===== config.mk =====
export PLATFORM = sky130hd
export DESIGN_NAME = slowdown_guard
export DESIGN_NICKNAME = d
export VERILOG_FILES = /design/src/rtl/slowdown_pkg.sv /design/src/rtl/slowdown_datapath.sv /design/src/rtl/slowdown_control.sv /design/src/rtl/slowdown_guard.sv
export SDC_FILE = /design/constraint.sdc
export NUM_CORES = 1
export LEC_CHECK = 0
export BUFFER_PORTS_ARGS = -buffer_cell sky130_fd_sc_hd__buf_4
export CAP_MARGIN = 20
export CORE_AREA = 2 2 39 41
export DETAILED_ROUTE_END_ITERATION = 10
export DIE_AREA = 0 0 41 43
export PLACE_DENSITY = 0.67
export SLEW_MARGIN = 20
export SYNTH_ARGS = -nofsm -noshare
export SYNTH_HDL_FRONTEND = slang
export SYNTH_SLANG_ARGS = --single-unit

===== constraint.sdc =====
create_clock -name clk -period 1.6 [get_ports clk]
set_clock_uncertainty 0.1 [all_clocks]
set_input_delay 0.16 -clock clk [delete_from_list [all_inputs] [get_ports clk]]
set_output_delay 0.16 -clock clk [all_outputs]
set_load 0.01 [all_outputs]

===== src/rtl/slowdown_pkg.sv =====
package slowdown_pkg;

  typedef enum logic [1:0] {
    SPD_STOP  = 2'd0,
    SPD_LOW   = 2'd1,
    SPD_HIGH  = 2'd2,
    SPD_DECEL = 2'd3
  } speed_e;

  // strobes from control to datapath
  typedef struct packed {
    logic latchSet;
    logic latchClr;
  } sdCtl_t;

endpackage


===== src/rtl/slowdown_datapath.sv =====
module slowdown_datapath
  import slowdown_pkg::*;
#(
  parameter int SYNC_STAGES = 2,
  parameter int FILT_LONG   = 80,
  parameter int FILT_SHORT  = 2
) (
  input  logic   clk,
  input  logic   rstN,
  input  logic   sdPin,
  input  logic   cfgActiveHigh,
  input  logic   cfgFilterOn,
  input  logic   cfgDisable,
  input  sdCtl_t ctl,
  output logic   sdActive,
  output logic   sdLatch,
  output logic   pinStatus
);

  localparam int CNT_W = $clog2(FILT_LONG + 1);

  logic [SYNC_STAGES-1:0] syncQ;
  logic                   polIn;
  logic                   sdFilt;
  logic [CNT_W-1:0]       stableCnt;
  logic [CNT_W-1:0]       needCnt;

  // synchroniser chain
  generate
    if (SYNC_STAGES == 1) begin : g_sync1
      always_ff @(posedge clk) begin
        if (!rstN) syncQ <= '0;
        else       syncQ <= sdPin;
      end
    end else begin : g_syncN
      always_ff @(posedge clk) begin
        if (!rstN) syncQ <= '0;
        else       syncQ <= {syncQ[SYNC_STAGES-2:0], sdPin};
      end
    end
  endgenerate

  assign polIn     = cfgActiveHigh ? syncQ[SYNC_STAGES-1] : ~syncQ[SYNC_STAGES-1];
  assign pinStatus = polIn;
  assign needCnt   = cfgFilterOn ? CNT_W'(FILT_LONG) : CNT_W'(FILT_SHORT);

  // stability filter: accept a level after needCnt steady samples
  always_ff @(posedge clk) begin
    if (!rstN) begin
      sdFilt    <= 1'b0;
      stableCnt <= '0;
    end else if (polIn == sdFilt) begin
      stableCnt <= '0;
    end else if (stableCnt == needCnt - 1'b1) begin
      sdFilt    <= polIn;
      stableCnt <= '0;
    end else begin
      stableCnt <= stableCnt + 1'b1;
    end
  end

  assign sdActive = sdFilt & ~cfgDisable;

  always_ff @(posedge clk) begin
    if (!rstN)             sdLatch <= 1'b0;
    else if (ctl.latchSet) sdLatch <= 1'b1;
    else if (ctl.latchClr) sdLatch <= 1'b0;
  end

  // filtered level only moves to a value the synchronised input had
  p_filter_follows_r1: assert property (@(posedge clk) disable iff (!rstN)
    (sdFilt != $past(sdFilt)) |-> ($past(polIn) == sdFilt));

  // latch persists unless control issues a clear
  p_latch_hold_r8: assert property (@(posedge clk) disable iff (!rstN)
    (sdLatch && !ctl.latchClr) |=> sdLatch);

endmodule


===== src/rtl/slowdown_control.sv =====
module slowdown_control
  import slowdown_pkg::*;
(
  input  logic       clk,
  input  logic       rstN,
  input  logic       sdActive,
  input  logic       sdLatch,
  input  logic       cfgLatched,
  input  logic       cfgStopMode,
  input  logic       startStrobe,
  input  logic       errClear,
  input  logic [1:0] speedState,
  output sdCtl_t     ctl,
  output logic       decelReq,
  output logic       stopReq,
  output logic       startInhibit,
  output logic       errFlag
);

  speed_e speed;
  logic   sdEff;

  assign speed = speed_e'(speedState);
  assign sdEff = sdActive | (cfgLatched & sdLatch);

  always_comb begin
    ctl.latchSet = cfgLatched & sdActive;
    ctl.latchClr = ~cfgLatched | (startStrobe & ~sdActive);
  end

  always_comb begin
    decelReq = 1'b0;
    stopReq  = 1'b0;
    if (sdEff) begin
      unique case (speed)
        SPD_HIGH, SPD_DECEL: decelReq = 1'b1;
        SPD_LOW:             stopReq  = cfgStopMode;
        default:             ;
      endcase
    end
  end

  assign startInhibit = startStrobe & sdActive;

  always_ff @(posedge clk) begin
    if (!rstN)        errFlag <= 1'b0;
    else if (stopReq) errFlag <= 1'b1;
    else if (errClear) errFlag <= 1'b0;
  end

  p_req_exclusive_r6: assert property (@(posedge clk) disable iff (!rstN)
    !(stopReq && decelReq));

  p_fl_mode_nostop_r5: assert property (@(posedge clk) disable iff (!rstN)
    !cfgStopMode |-> !stopReq);

  p_err_set_r11: assert property (@(posedge clk) disable iff (!rstN)
    stopReq |=> errFlag);

  p_err_sticky_r11: assert property (@(posedge clk) disable iff (!rstN)
    (errFlag && !errClear) |=> errFlag);

  p_inhibit_needs_start_r10: assert property (@(posedge clk) disable iff (!rstN)
    startInhibit |-> startStrobe);

endmodule


===== src/rtl/slowdown_guard.sv =====
module slowdown_guard
  import slowdown_pkg::*;
#(
  parameter int SYNC_STAGES = 2,
  parameter int FILT_LONG   = 80,
  parameter int FILT_SHORT  = 2
) (
  input  logic       clk,
  input  logic       rstN,
  input  logic       sdPin,
  input  logic       cfgDisable,
  input  logic       cfgActiveHigh,
  input  logic       cfgLatched,
  input  logic       cfgStopMode,
  input  logic       cfgFilterOn,
  input  logic       startStrobe,
  input  logic       errClear,
  input  logic [1:0] speedState,
  output logic       decelReq,
  output logic       stopReq,
  output logic       startInhibit,
  output logic       errFlag,
  output logic       statusPin,
  output logic       statusLatch
);

  sdCtl_t ctl;
  logic   sdActive;
  logic   sdLatch;

  slowdown_datapath #(
    .SYNC_STAGES(SYNC_STAGES),
    .FILT_LONG  (FILT_LONG),
    .FILT_SHORT (FILT_SHORT)
  ) dp_i (
    .clk          (clk),
    .rstN         (rstN),
    .sdPin        (sdPin),
    .cfgActiveHigh(cfgActiveHigh),
    .cfgFilterOn  (cfgFilterOn),
    .cfgDisable   (cfgDisable),
    .ctl          (ctl),
    .sdActive     (sdActive),
    .sdLatch      (sdLatch),
    .pinStatus    (statusPin)
  );

  slowdown_control ctrl_i (
    .clk         (clk),
    .rstN        (rstN),
    .sdActive    (sdActive),
    .sdLatch     (sdLatch),
    .cfgLatched  (cfgLatched),
    .cfgStopMode (cfgStopMode),
    .startStrobe (startStrobe),
    .errClear    (errClear),
    .speedState  (speedState),
    .ctl         (ctl),
    .decelReq    (decelReq),
    .stopReq     (stopReq),
    .startInhibit(startInhibit),
    .errFlag     (errFlag)
  );

  assign statusLatch = sdLatch;

endmodule


==> flow_summary.yaml <==
route:
  route.detailed.drc: 0
  highest_layer: "met4"
  drt-total-wl_um: 1082
  met3RoutedLength_um: 31
  route.antenna.remaining_nets: 0
  met2WireLength_um: 524
  via_per_inst: 5.084
  route.vias.total: 483
  drtPass1Iterations: 3
  detail_route.wirelength.met1_um: 519
  drtIter0Drc: 7
  wl_per_cell_um: 11.39
cts:
  cts-buffers-inserted: 3
  clock_tree_from_tritoncts: "done"
  clock_path_buffers: 2
  htree_levels: 1
  clkLatencyLatePin_ns: 0.27
  cts.clk_slew.worst_paths_ns: 0.08
  ctsRootBufferMaster: "sky130_fd_sc_hd__clkbuf_4"
  cts_num_sinks: 12
grt:
  grt_first_pass_wirelength_um: 1794
  grt_max_degree: 9
  grt_antenna_before_repair: 0
  gr-usage-all-layers: 0.1466
  global_route.overflow_total: 0
  number_of_global_route_vias_before_repair: 439
finish:
  multi_input_comb_area_um2: 297.8
  area_delta_synth_final_pct: 36.78
  n_antenna_cell: 0
  stdcell_area_um2: 744.5
  layout_commonest_cell: "sky130_fd_sc_hd__buf_4"
  area.sequential_um2: 241.5
  most_frequent_cells_in_the_layout: "sky130_fd_sc_hd__buf_4 (17), sky130_fd_sc_hd__dfxtp_1 (11), sky130_fd_sc_hd__nand2_1 (7)"
  fin_nets: 93
  nFillCells: 133
  final_layout_size_suffix_gt1_frac: 0.3418
placed_design:
  pre_cts_ws_ns: 0.07411
  place_congestion: 0.6577
  place.port_buffers: 17
  dp.final_hpwl_um: 807.3
  placement.cell_area_um2: 691.9
sta:
  worst-slew-pin-transition_ns: 0.2898
  timing.final.hold_violations: 0
  setup-tns-final_ns: 0
  slew-limit-headroom: 0.8068
  grt_setup_unrepaired: "false"
  report.final.slew_viol_count: 0
  finalWorstPathRequiredPeriod_ns: 1.526
  layout_worst_path_cycle_share: 0.9535
  fmax_ghz: 0.6555
  post-route-worst-setup-slack_ns: 0.07436
  report.final.setup_viol: 0
power_and_ir_drop:
  vdd_ir_drop_max_v: 0.0004383
  power-per-cell-area_nw_per_um2: 846.0
  cellLeakagePower_nw: 0.2895
floorplan:
  die_h_um: 43
  initial_utilization: 0.3933
  coreArea_um2: 1384
  ios: 18
  floorplan.rows: 14
  dieArea_um2: 1763
  die-width_um: 41
synthesis:
  synth_area_leader_cell: "sky130_fd_sc_hd__dfxtp_1"
  main_area_contributors_after_synthesis: "sky130_fd_sc_hd__dfxtp_1 (44%), sky130_fd_sc_hd__nand2_1 (4.8%), sky130_fd_sc_hd__xnor2_1 (4.8%), sky130_fd_sc_hd__nor3_1 (4.6%), sky130_fd_sc_hd__a211oi_1 (4.1%)"
  syn-mean-instance-area_um2: 9.549
  ys_ff_latch: 12
  synth_area_um2: 544.3
  synth-seq-area-share: 0.4414
  ys.warnings.count: 0
  postSynthNetCount: 70
  post_synth_top_area_share: 0.4414
  netlist_instances: 57
  synth_cell_type_count: 25
outcome:
  result_of_the_run: "finished, final reports clean"
worst_setup_path:
  critical_path.endpoint_type: "register"
  worst-endpoint-arrival_ns: 1.63
  timing_worst_setup_path_type: "reg -> reg"
  cp_data_required_time_ns: 1.71
  worst_setup_path_start_kind: "register"
  crit_fanout: 8
job:
  max_cap_violations: 0
hold_path:
  path_class_of_the_lowest_slack_min_delay_path: "in -> reg"
[worst max-delay path, stage by stage (launching register included)]
cell and delay (ns):
sky130_fd_sc_hd__dfxtp_1 0.34, sky130_fd_sc_hd__or4b_4 0.55, sky130_fd_sc_hd__o22ai_4 0.26, sky130_fd_sc_hd__mux2i_1 0.22
[power by group]
part	leakage (nW)	internal, mW	total, mW	switching, mW
combinational	0.171	0.0427	0.0732	0.0305
clock	0.0210	0.138	0.243	0.105
sequential	0.0977	0.307	0.314	0.00678
total	0.289	0.488	0.630	0.142
[registers in the layout, summed over array words and instances (netlist names)]
signal	flops
ctrl_i.errFlag	1
dp_i.sdFilt	1
dp_i.sdLatch	1
dp_i.stableCnt	7
dp_i.syncQ	2
[stage by stage]
| stage | utilization | hold WS, ns | std cells | total power, mW |
|---|---|---|---|---|
| 3_5_place_dp | 0.5000 | 0.2761 | 90 | 0.3904 |
| 5_1_grt | 0.5380 | 0.02007 | 95 | 0.6572 |
| 6_report | 0.5380 | 0.02152 | 95 | 0.6298 |
| 3_3_place_gp | 0.5000 | 0.2720 | 90 | 0.3895 |
| 4_1_cts | 0.5335 | 0.01216 | 95 | 0.6366 |
| 2_1_floorplan | - | 0.1761 | 57 | 0.3552 |
[cells by family after synthesis]
| kind of cell | Yosys count | share of synthesized area |
|---|---|---|
| fa+ha+maj | 1 | 0.02298 |
| mux | 2 | 0.03908 |
| flops | 12 | 0.4414 |
| compound gates | 9 | 0.1333 |
| buf+inv | 3 | 0.02069 |
| simple gates | 26 | 0.2782 |
| xor+xnor | 4 | 0.06438 |
[final timing paths]
kind	endpoint	cells past startpoint	slack [ns]	start
worst max register to register	dp_i.sdFilt	3	0.07	dp_i.stableCnt[4]
worst min-delay path	dp_i.sdLatch	3	0.02	cfgLatched
worst max-delay path	dp_i.sdFilt	3	0.07	dp_i.stableCnt[4]
worst min register to register	dp_i.syncQ[1]	1	0.35	dp_i.syncQ[0]
[per-layer routing]
metal,track usage,vias up
met1,0.2303,226
met2,0.1781,7
li1,-,248
met4,0.06000,0
met3,0.04712,2
met5,0,-
[layout make-up]
type	instances	share of cell area
clock buffer	4	0.04874
inverter	3	0.01513
multi-input combinational	42	0.4000
sequential	12	0.3244
tap	16	0.02689
timing repair buffer	18	0.1849
[synthesized netlist by cell type]
cell	n
sky130_fd_sc_hd__o22ai_4	1
sky130_fd_sc_hd__xor2_1	1
sky130_fd_sc_hd__nor2_1	1
sky130_fd_sc_hd__a21oi_1	1
sky130_fd_sc_hd__ha_1	1
sky130_fd_sc_hd__nand4_1	1
sky130_fd_sc_hd__nor2b_1	1
sky130_fd_sc_hd__a211oi_1	3
sky130_fd_sc_hd__and2_1	2
sky130_fd_sc_hd__nor3_1	5
sky130_fd_sc_hd__dfxtp_1	12
sky130_fd_sc_hd__o21ai_0	2
sky130_fd_sc_hd__nand2_1	7
sky130_fd_sc_hd__nand3_1	2
sky130_fd_sc_hd__nand4bb_1	1
sky130_fd_sc_hd__or3_1	2
sky130_fd_sc_hd__or4_4	1
sky130_fd_sc_hd__mux2_2	1
sky130_fd_sc_hd__xnor2_1	3
sky130_fd_sc_hd__or4b_4	1
sky130_fd_sc_hd__a21boi_0	1
sky130_fd_sc_hd__nand2b_1	2
sky130_fd_sc_hd__inv_1	3
sky130_fd_sc_hd__o21a_1	1
sky130_fd_sc_hd__mux2i_1	1
[what timing repair did]
item                       in CTS  in global routing
resized for setup               0                  2
hold buffers                    1                  0
setup buffers                   0                  0
setup endpoints to repair       0                  2
hold endpoints to repair        1                  0
Note: power is estimated with default switching activity, not from simulation.
